<file path="src/rtl/ecc4_pkg.sv">
package ecc4_pkg;
  localparam logic [3:0] SEL_SYN0   = 4'd0;
  localparam logic [3:0] SEL_STAT   = 4'd4;
  localparam logic [3:0] SEL_ADDR_A = 4'd5;
  localparam logic [3:0] SEL_ADDR_B = 4'd6;
  localparam logic [3:0] SEL_VAL_A  = 4'd7;
  localparam logic [3:0] SEL_VAL_B  = 4'd8;
  localparam logic [31:0] SYN_MASK  = 32'h03FF03FF;
  localparam int STATE_LSB = 8;
  localparam int CNT_LSB   = 16;
  localparam int HALF_LSB  = 16;

  typedef enum logic [3:0] {
    S_IDLE, S_LOAD, S_SYN, S_CHECK, S_DUMMY, S_KICK, S_WAIT, S_POLL,
    S_GETA, S_GETV, S_RMWR, S_RMWW, S_NEXT, S_DONE
  } seq_state_t;
endpackage

</file>
<file path="src/rtl/ecc4_unpack.sv">
module ecc4_unpack #(
  parameter int CODE_W  = 10,
  parameter int N_CODES = 8,
  localparam int IN_W   = CODE_W * N_CODES
) (
  input  logic [IN_W-1:0]                  packed_in,
  output logic [N_CODES-1:0][CODE_W-1:0]   codes
);
  for (genvar g = 0; g < N_CODES; g++) begin : g_code
    assign codes[g] = packed_in[g*CODE_W +: CODE_W];
  end
endmodule

</file>
<file path="src/rtl/ecc4_locate.sv">
module ecc4_locate #(
  parameter int CODE_W       = 10,
  parameter int SECTOR_BYTES = 512,
  parameter int TAIL_BYTES   = 7,
  localparam int OFF_W       = $clog2(SECTOR_BYTES),
  localparam int BIAS        = SECTOR_BYTES + TAIL_BYTES,
  localparam int DW          = CODE_W + 2
) (
  input  logic [CODE_W-1:0] code,
  output logic [OFF_W-1:0]  offset,
  output logic              in_range
);
  logic signed [DW-1:0] diff;
  assign diff     = $signed(DW'(BIAS)) - $signed({2'b00, code});
  assign in_range = !diff[DW-1] && (diff < $signed(DW'(SECTOR_BYTES)));
  assign offset   = diff[OFF_W-1:0];
endmodule

</file>
<file path="src/rtl/ecc4_fix_seq.sv">
module ecc4_fix_seq
  import ecc4_pkg::*;
#(
  parameter int CODE_W       = 10,
  parameter int N_CODES      = 8,
  parameter int SECTOR_BYTES = 512,
  parameter int TAIL_BYTES   = 7,
  parameter int WAIT_LIMIT   = 32,
  localparam int IN_W        = CODE_W * N_CODES,
  localparam int OFF_W       = $clog2(SECTOR_BYTES),
  localparam int TMR_W       = $clog2(WAIT_LIMIT + 1),
  localparam int IDX_W       = $clog2(N_CODES)
) (
  input  logic              clk,
  input  logic              rst,
  input  logic              start,
  input  logic [IN_W-1:0]   ecc_bytes,
  output logic              eng_wr,
  output logic [CODE_W-1:0] eng_wdata,
  output logic              eng_rd,
  output logic [3:0]        eng_rsel,
  input  logic [31:0]       eng_rdata,
  output logic              eng_calc_start,
  output logic [OFF_W-1:0]  buf_addr,
  output logic              buf_rd,
  input  logic [7:0]        buf_rdata,
  output logic              buf_wr,
  output logic [7:0]        buf_wdata,
  output logic              done,
  output logic [2:0]        err_count,
  output logic              uncorrectable
);
  seq_state_t st;
  logic [N_CODES-1:0][CODE_W-1:0] codes_w, codes_q;
  logic [IDX_W-1:0] idx;
  logic             syn_any;
  logic [TMR_W-1:0] timer;
  logic [2:0]       n_err;
  logic [1:0]       eidx;
  logic [CODE_W-1:0] addr_q;
  logic [7:0]       val_q;
  logic [OFF_W-1:0] off_q;
  logic [2:0]       cnt;
  logic             unc_f;
  logic [OFF_W-1:0] loc_off;
  logic             loc_ok;
  logic [3:0]       eng_state;
  logic [CODE_W-1:0] half;

  ecc4_unpack #(.CODE_W(CODE_W), .N_CODES(N_CODES)) u_unpack (
    .packed_in(ecc_bytes), .codes(codes_w));

  ecc4_locate #(.CODE_W(CODE_W), .SECTOR_BYTES(SECTOR_BYTES),
                .TAIL_BYTES(TAIL_BYTES)) u_locate (
    .code(addr_q), .offset(loc_off), .in_range(loc_ok));

  assign eng_state = eng_rdata[STATE_LSB +: 4];
  assign half      = eidx[0] ? eng_rdata[HALF_LSB +: CODE_W] : eng_rdata[0 +: CODE_W];

  always_comb begin
    eng_wr         = (st == S_LOAD);
    eng_wdata      = codes_q[idx];
    eng_calc_start = (st == S_KICK);
    eng_rd         = 1'b0;
    eng_rsel       = SEL_STAT;
    case (st)
      S_SYN:   begin eng_rd = 1'b1; eng_rsel = SEL_SYN0 + 4'(idx[1:0]); end
      S_DUMMY: begin eng_rd = 1'b1; eng_rsel = SEL_ADDR_A; end
      S_WAIT, S_POLL: eng_rd = 1'b1;
      S_GETA:  begin eng_rd = 1'b1; eng_rsel = eidx[1] ? SEL_ADDR_B : SEL_ADDR_A; end
      S_GETV:  begin eng_rd = 1'b1; eng_rsel = eidx[1] ? SEL_VAL_B : SEL_VAL_A; end
      default: ;
    endcase
    buf_addr  = off_q;
    buf_rd    = (st == S_RMWR);
    buf_wr    = (st == S_RMWW);
    buf_wdata = buf_rdata ^ val_q;
  end

  always_ff @(posedge clk) begin
    if (rst) begin
      st <= S_IDLE; codes_q <= '0; idx <= '0; syn_any <= 1'b0; timer <= '0;
      n_err <= '0; eidx <= '0; addr_q <= '0; val_q <= '0; off_q <= '0;
      cnt <= '0; unc_f <= 1'b0; done <= 1'b0; err_count <= '0;
      uncorrectable <= 1'b0;
    end else begin
      done <= 1'b0;
      case (st)
        S_IDLE: if (start) begin
          codes_q <= codes_w;
          idx     <= IDX_W'(N_CODES - 1);
          syn_any <= 1'b0; cnt <= '0; unc_f <= 1'b0; timer <= '0;
          st      <= S_LOAD;
        end
        S_LOAD: if (idx == '0) st <= S_SYN; else idx <= idx - 1'b1;
        S_SYN: begin
          syn_any <= syn_any | (|(eng_rdata & SYN_MASK));
          idx     <= idx + 1'b1;
          if (idx[1:0] == 2'd3) st <= S_CHECK;
        end
        S_CHECK: st <= syn_any ? S_DUMMY : S_DONE;
        S_DUMMY: st <= S_KICK;
        S_KICK:  st <= S_WAIT;
        S_WAIT: begin
          if (eng_state >= 4'd4 || timer == TMR_W'(WAIT_LIMIT - 1)) st <= S_POLL;
          else timer <= timer + 1'b1;
        end
        S_POLL: begin
          case (eng_state)
            4'd0: st <= S_DONE;
            4'd1: begin unc_f <= 1'b1; st <= S_DONE; end
            4'd2, 4'd3: begin
              n_err <= 3'(eng_rdata[CNT_LSB +: 2]) + 3'd1;
              eidx  <= '0;
              st    <= S_GETA;
            end
            default: st <= S_POLL;
          endcase
        end
        S_GETA: begin addr_q <= half; st <= S_GETV; end
        S_GETV: begin
          val_q <= half[7:0];
          off_q <= loc_off;
          st    <= loc_ok ? S_RMWR : S_NEXT;
        end
        S_RMWR: st <= S_RMWW;
        S_RMWW: begin cnt <= cnt + 1'b1; st <= S_NEXT; end
        S_NEXT: begin
          if ({1'b0, eidx} + 3'd1 == n_err) st <= S_DONE;
          else begin eidx <= eidx + 1'b1; st <= S_GETA; end
        end
        S_DONE: begin
          done <= 1'b1; err_count <= cnt; uncorrectable <= unc_f;
          st <= S_IDLE;
        end
        default: st <= S_IDLE;
      endcase
    end
  end
endmodule

</file>
<file path="config.mk">
export PLATFORM = sky130hd
export DESIGN_NAME = ecc4_fix_seq
export DESIGN_NICKNAME = d
export VERILOG_FILES = /design/src/rtl/ecc4_pkg.sv /design/src/rtl/ecc4_unpack.sv /design/src/rtl/ecc4_locate.sv /design/src/rtl/ecc4_fix_seq.sv
export SDC_FILE = /design/constraint.sdc
export NUM_CORES = 1
export LEC_CHECK = 0
export ABC_AREA = 1
export ABC_CLOCK_PERIOD_IN_PS = 5400
export BUFFER_PORTS_ARGS = -buffer_cell sky130_fd_sc_hd__clkbuf_2
export CAP_MARGIN = 20
export CORE_ASPECT_RATIO = 1.75
export CORE_MARGIN = 3
export CORE_UTILIZATION = 57
export DETAILED_ROUTE_END_ITERATION = 12
export PLACE_DENSITY = 0.85
export SYNTH_ARGS = -nofsm -noshare
export SYNTH_HDL_FRONTEND = slang
export SYNTH_SLANG_ARGS = --single-unit
</file>
<file path="constraint.sdc">
create_clock -name clk -period 5.4 [get_ports clk]
set_input_delay 0.27 -clock clk [delete_from_list [all_inputs] [get_ports clk]]
set_output_delay 0.27 -clock clk [all_outputs]
set_load 0.02 [all_outputs]
</file>
=== Word-level counts from Yosys, hierarchy flattened ===
Cells that the tools add are included.

* Bits in registers: 135
* Latch bits: 0
* RAM bits: 0
* Bits in read-only memories: 0
* Input bits: 123
* Output and inout port bits: 41
* Word-level logic and storage cells: 120
* Memories kept: 0

* $add $sub $neg: 8
* Multipliers: 0
* Div/mod/pow operators: 0
* Order comparisons: 3
* Equality and inequality tests: 28
* Shift operators: 0
* Mux-type cells: 32
* Bitwise logic cells: 2
* Reductions and logical operators: 25

{| class="wikitable"
|+ Operator list
! operator !! count
|-
| case mux 4 bit (13 select lines) || 1
|-
| binary-select mux 10 bit (select 3 bit) || 1
|-
| == test 4 bit (second input constant) || 6
|-
| two-way mux 4 bit || 6
|-
| two-way mux 10 bit || 2
|-
| OR reduction 20 bit || 1
|-
| == test 4 x 2 -> 1 bit (second input constant) || 4
|-
| == test 4 x 3 -> 1 bit (second input constant) || 4
|-
| != test 2 bit (second input constant) || 8
|-
| case mux 4 bit (4 select lines) || 1
|-
| two-way mux 3 bit || 5
|-
| < comparator 12 x 11 -> 1 bit (second input constant) || 1
|-
| two-way mux 6 bit || 2
|-
| case mux 6 bit (2 select lines) || 1
|-
| AND reduction 3 bit || 4
|-
| subtractor 10 x 10 -> 11 bit (first input constant) || 1
|-
| nonzero test 2 bit || 5
|-
| case mux 3 bit (3 select lines) || 1
|-
| == test 4 x 1 -> 1 bit (second input constant) || 2
|-
| logical NOT 4 bit || 2
|-
| case mux 4 bit (2 select lines) || 1
|-
| AND reduction 2 bit || 4
|-
| XOR 8 bit || 1
|-
| adder 2 x 1 -> 3 bit (second input constant) || 2
|-
| 24 further kinds || 32
|}

=== Logic depth before layout (Yosys ltp) ===
* Depth in word-level cells: 5
* Mapped depth: 10
* Mapped depth without buffers: 10

=== Modules after synthesis ===
Synthesis repeated with hierarchy kept, for this count alone.

* Cells, all modules: 1,002
* Area total of the unflattened synthesis: 7,094.3 um2

{| class="wikitable"
|+ By module, submodules not included
! module !! times used !! cells each !! area each (um2) !! sequential area each (um2)
|-
| ecc4_fix_seq || 1 || 895 || 6,351.1 || 2,702.6
|-
| ecc4_unpack || 1 || 80 || 600.6 || 0.0
|-
| ecc4_locate || 1 || 27 || 142.6 || 0.0
|}

=== Worst setup path after synthesis ===
OpenSTA, ideal clock, no wires.

* Kind: reg-to-reg
* From: reg st[1]
* To: reg idx[2]
* Setup time: 0.119 ns
* Arrival time: 1.621 ns
* Data required time: 5.281 ns
* Slack: 3.661 ns
* Stages on the path, launching flop included: 8
* Buffers on the path: 0
* Clock period less this slack: 1.739 ns
* Cells stage by stage: dfxtp_1 -> nand2_1 -> nor2_1 -> inv_2 -> fa_1 -> xnor2_1 -> xnor2_1 -> a21oi_1

* Longest elaborated chain between the ends: 3
* Elaborated cells on any way between the ends: 8
* Those cells by class: eq/ne: 4; mux: 1; reduce/logical: 3

{| class="wikitable"
|+ Ends and longest elaborated chain
! what !! line !! text
|-
| from (decl) || ecc4_fix_seq.sv:33 || <nowiki>seq_state_t st;</nowiki>
|-
| from (signal assigned) || ecc4_fix_seq.sv:101 || <nowiki>S_CHECK: st <= syn_any ? S_DUMMY : S_DONE;</nowiki>
|-
| from (signal assigned) || ecc4_fix_seq.sv:124 || <nowiki>st <= loc_ok ? S_RMWR : S_NEXT;</nowiki>
|-
| == test 4 x 1 -> 1 bit, or another cell as far along || ecc4_fix_seq.sv:88 || <nowiki>case (st)</nowiki>
|-
| != test 2 bit (no line) or nonzero test 3 bit (tied branches) || - ||
|-
| AND reduction 3 bit (no line) || - ||
|-
| to (signal assigned) || ecc4_fix_seq.sv:91 || <nowiki>idx <= IDX_W'(N_CODES - 1);</nowiki>
|-
| to (signal assigned) || ecc4_fix_seq.sv:98 || <nowiki>idx <= idx + 1'b1;</nowiki>
|-
| to (decl) || ecc4_fix_seq.sv:35 || <nowiki>logic [IDX_W-1:0] idx;</nowiki>
|}

Parallel ways exist; a longest one is shown, timed or not.
A chain may end at the register's enable or synchronous reset.

=== Worst setup path in the final report ===
* From: reg idx[1]
* To: out eng_wdata[6]

* Longest elaborated chain between the ends: 2

{| class="wikitable"
|+ Ends and longest elaborated chain
! what !! line !! text
|-
| binary-select mux 10 bit (select 3 bit) || ecc4_fix_seq.sv:62 || <nowiki>eng_wdata = codes_q[idx];</nowiki>
|-
| two-way mux 10 bit (not written as such) || ecc4_fix_seq.sv:62 ||
|-
| to (decl) || ecc4_fix_seq.sv:19 || <nowiki>output logic [CODE_W-1:0] eng_wdata,</nowiki>
|}

Every way passes these cells. The select of a mux whose other input is x is not followed.

==> impl_results.md <==
- Status: finished clean
- Drt wl/cell: 14.4 µm
- Hold path start: ecc_bytes[2]
- Inst Count DP: 1139
- WS Path Type: register to primary output
- Skew final: 0.0105 ns
- Setup ws final: 2.03 ns
- Met2 Usage GRT: 0.482
- Met3 GRT Util: 0.0563
- Predominant post-synthesis flop cell: dfxtp_1
- Nets: 1159
- CP Launch Point: idx[1]
- Sequential area share after synthesis: 0.430
- Chip Height: 145 µm
- GRT Util Overall: 0.276
- GP Congestion: 0.894
- Worst-skew pair later-pin latency: 0.41 ns
- Initial Util: 0.585
- Num Clock Sinks: 135
- CTS tree: yes
- Clk slew on worst S/H paths: 0.06 ns
- Slew @ Worst Pin: 1.02 ns
- Layout Utilization: 0.706
- Number of global-route vias before repair: 6259
- Clock root buffer: clkbuf_16
- Row cnt: 50
- Setup Slack @ Placement: 2.52 ns
- Dpl hpwl: 11800 µm
- Area Growth Syn to Fin: 20.7%
- DRC Markers: 0
- Count of different cell masters after synthesis: 32
- Ant. Diodes: 0
- #FFs+latches synth: 135
- Critical Path AT: 3.10 ns
- Final setup viols: 0
- Mapped Cells: 905
- Syn Area/Cell: 6.95 µm²
- Ys async rst share: 0
- Period minus WS final: 3.37 ns
- Worst path top cell family by delay: flip-flops
- Max FO, Critical Path: 24
- CP peak stage delay: 0.99 ns
- Core area: 10800 µm²
- 1st-pass router iterations: 5
- Largest net degree at the start of global routing: 69
- Remaining antenna violation count: 0
- Clock tree buffer depth: 2
- Die area: 12400 µm²
- Vias/cell: 5.44
- Max-cap viol count: 0
- Initial antenna violation count: 0
- Post-CTS sizing: 0
- Total number of vias: 6367
- Maximum vdd drop: 0.000344 V
- IO Port Bufs: 153
- Slew HR: 0.319
- Fin area: 7590 µm²
- Met1 GRT Util: 0.302
- Pleak: 3.43 nW
- Final Cycle Share: 0.624
- Die Span X: 85.4 µm
- CP bufs+invs: 2
- Hold Crit Class: input port to register
- PwrDens: 513 nW/µm²
- CP endpoint kind: primary output
- Post-route insts no fill: 1170
- Initial DRC count: 377
- Hold Buf Count CTS: 0
- Mapped cell area: 6290 µm²
- Fin Setup TNS: 0 ns
- RR Startpoint: idx[1]
- Worst path slowest cell: dfxtp_1
- Synthesized Nets: 1036
- Slew Viols, Final: 0
- EDFF count, synth: 0
- Critical Path RT: 5.13 ns
- Layout cells sized above 1: 0.194
- Setup bufs post-CTS: 0
- WL final: 16900 µm
- GRT overflow: 0
- Gr busiest metal: met2
- First-pass GRT wire length: 27800 µm
- IO Count: 164
- RSZ-0062 raised after global routing: false
- Fmax: 297 MHz
- H-tree Lvls: 4
- Final Hold Fails: 0
- Crit start category: register
- Cell Area, Placed: 7010 µm²
- Cts bufs inserted: 17
- Worst path cell trace: inv_1 > a21oi_1 > o21ai_0 > nand2_1 > nor2_1 > a31oi_1 > clkbuf_2
- Synth warnings: 0
==> cells by family (layout without fill, tap and decap cells) <==
group                      count (synthesis)  after routing  share of synthesized area
and+or+nand+nor                          310            310                      0.202
AOI/OAI and AO/OA                        291            291                      0.236
xor gates and xnor gates                  17             17                     0.0237
DFF                                      135            135                      0.430
adders and majority gates                  8              8                     0.0171
buffers and inverters                    144            279                     0.0921
==> routing by layer <==
metal  vias up  share of wire
met5         -              0
met4         0          0.052
met3        54          0.053
met2       212           0.51
met1      2900           0.38
li1       3201              -
==> worst register-to-register path, cell delays in order (launching register included) <==
cell and delay [ns]:
dfxtp_1 0.99, inv_1 0.66, nand3_1 0.30, inv_1 0.06
nand2_1 0.05, nand4_1 0.18, nand2_1 0.11, nand2_1 0.06
a21oi_1 0.12
==> Yosys cell counts, drive strengths merged, types with 4 or more instances <==
library cell / instances / area [µm²]
clkbuf: 32 / 120
a31oi: 14 / 87.6
xor2: 13 / 114
nand4: 4 / 25.0
dfxtp: 135 / 2700
ha: 7 / 87.6
nor2: 74 / 300
buf: 22 / 121
a21oi: 159 / 796
inv: 90 / 338
xnor2: 4 / 35.0
nand2: 205 / 780
o21ai: 115 / 576
nand3: 19 / 113
==> power by group <==
part           switching, W  internal (W)
clock network      0.000425      0.000702
registers          0.000131       0.00120
logic              0.000984      0.000451
==> stage by stage <==
step	hold WS (ns)	power, W
2_1_floorplan	0.406	0.00238
3_3_place_gp	0.420	0.00274
3_5_place_dp	0.425	0.00277
4_1_cts	0.0792	0.00391
5_1_grt	0.0932	0.00415
6_report	0.0914	0.00390
==> registers in the layout (all words and copies together), names as in the netlist <==
signal	cells
codes_q	80
addr_q	10
buf_addr	9
val_q	8
timer	6
st	4
cnt	3
err_count	3
idx	3
n_err	3
eidx	2
done	1
syn_any	1
unc_f	1
uncorrectable	1
==> area by class of cell <==
| class | count | area [µm²] |
|---|---|---|
| sequential | 135 | 2700 |
| multi-input combinational | 626 | 3010 |
| tap | 130 | 163 |
| clock buffer | 20 | 457 |
| clock inverter | 11 | 123 |
| fill | 923 | 3170 |
| timing repair buffer | 158 | 803 |
| inverter | 90 | 338 |
==> placed cells by master (no fill, tap or decap), types with 2 or more instances in the layout <==
cell       count
nand3b_1       3
clkbuf_16     17
ha_1           7
bufinv_16      2
nand4_1        4
clkbuf_2     153
o21ai_1        2
nor2_4         2
inv_6          2
clkbuf_8       2
nor3_1         3
nand3_1       17
o21ai_0      113
xnor2_1        4
dfxtp_1      135
nor2_2         3
a21oi_1      159
nor4_1         2
buf_4          5
clkinv_2       4
nor2_1        69
clkinv_4       2
inv_2          5
xor2_1        13
inv_1         84
nand2_1      203
a31oi_1       14
==> path summary, 6_finish.rpt <==
check	endpoint	slack, ns	cells past startpoint
setup / recovery	eng_wdata[6]	2.03	7
hold / removal	codes_q[2]	0.09	3
setup reg to reg	idx[2]	2.79	8
hold reg to reg	buf_addr[0]	0.44	1
Note: power is estimated with default switching activity, not from simulation.
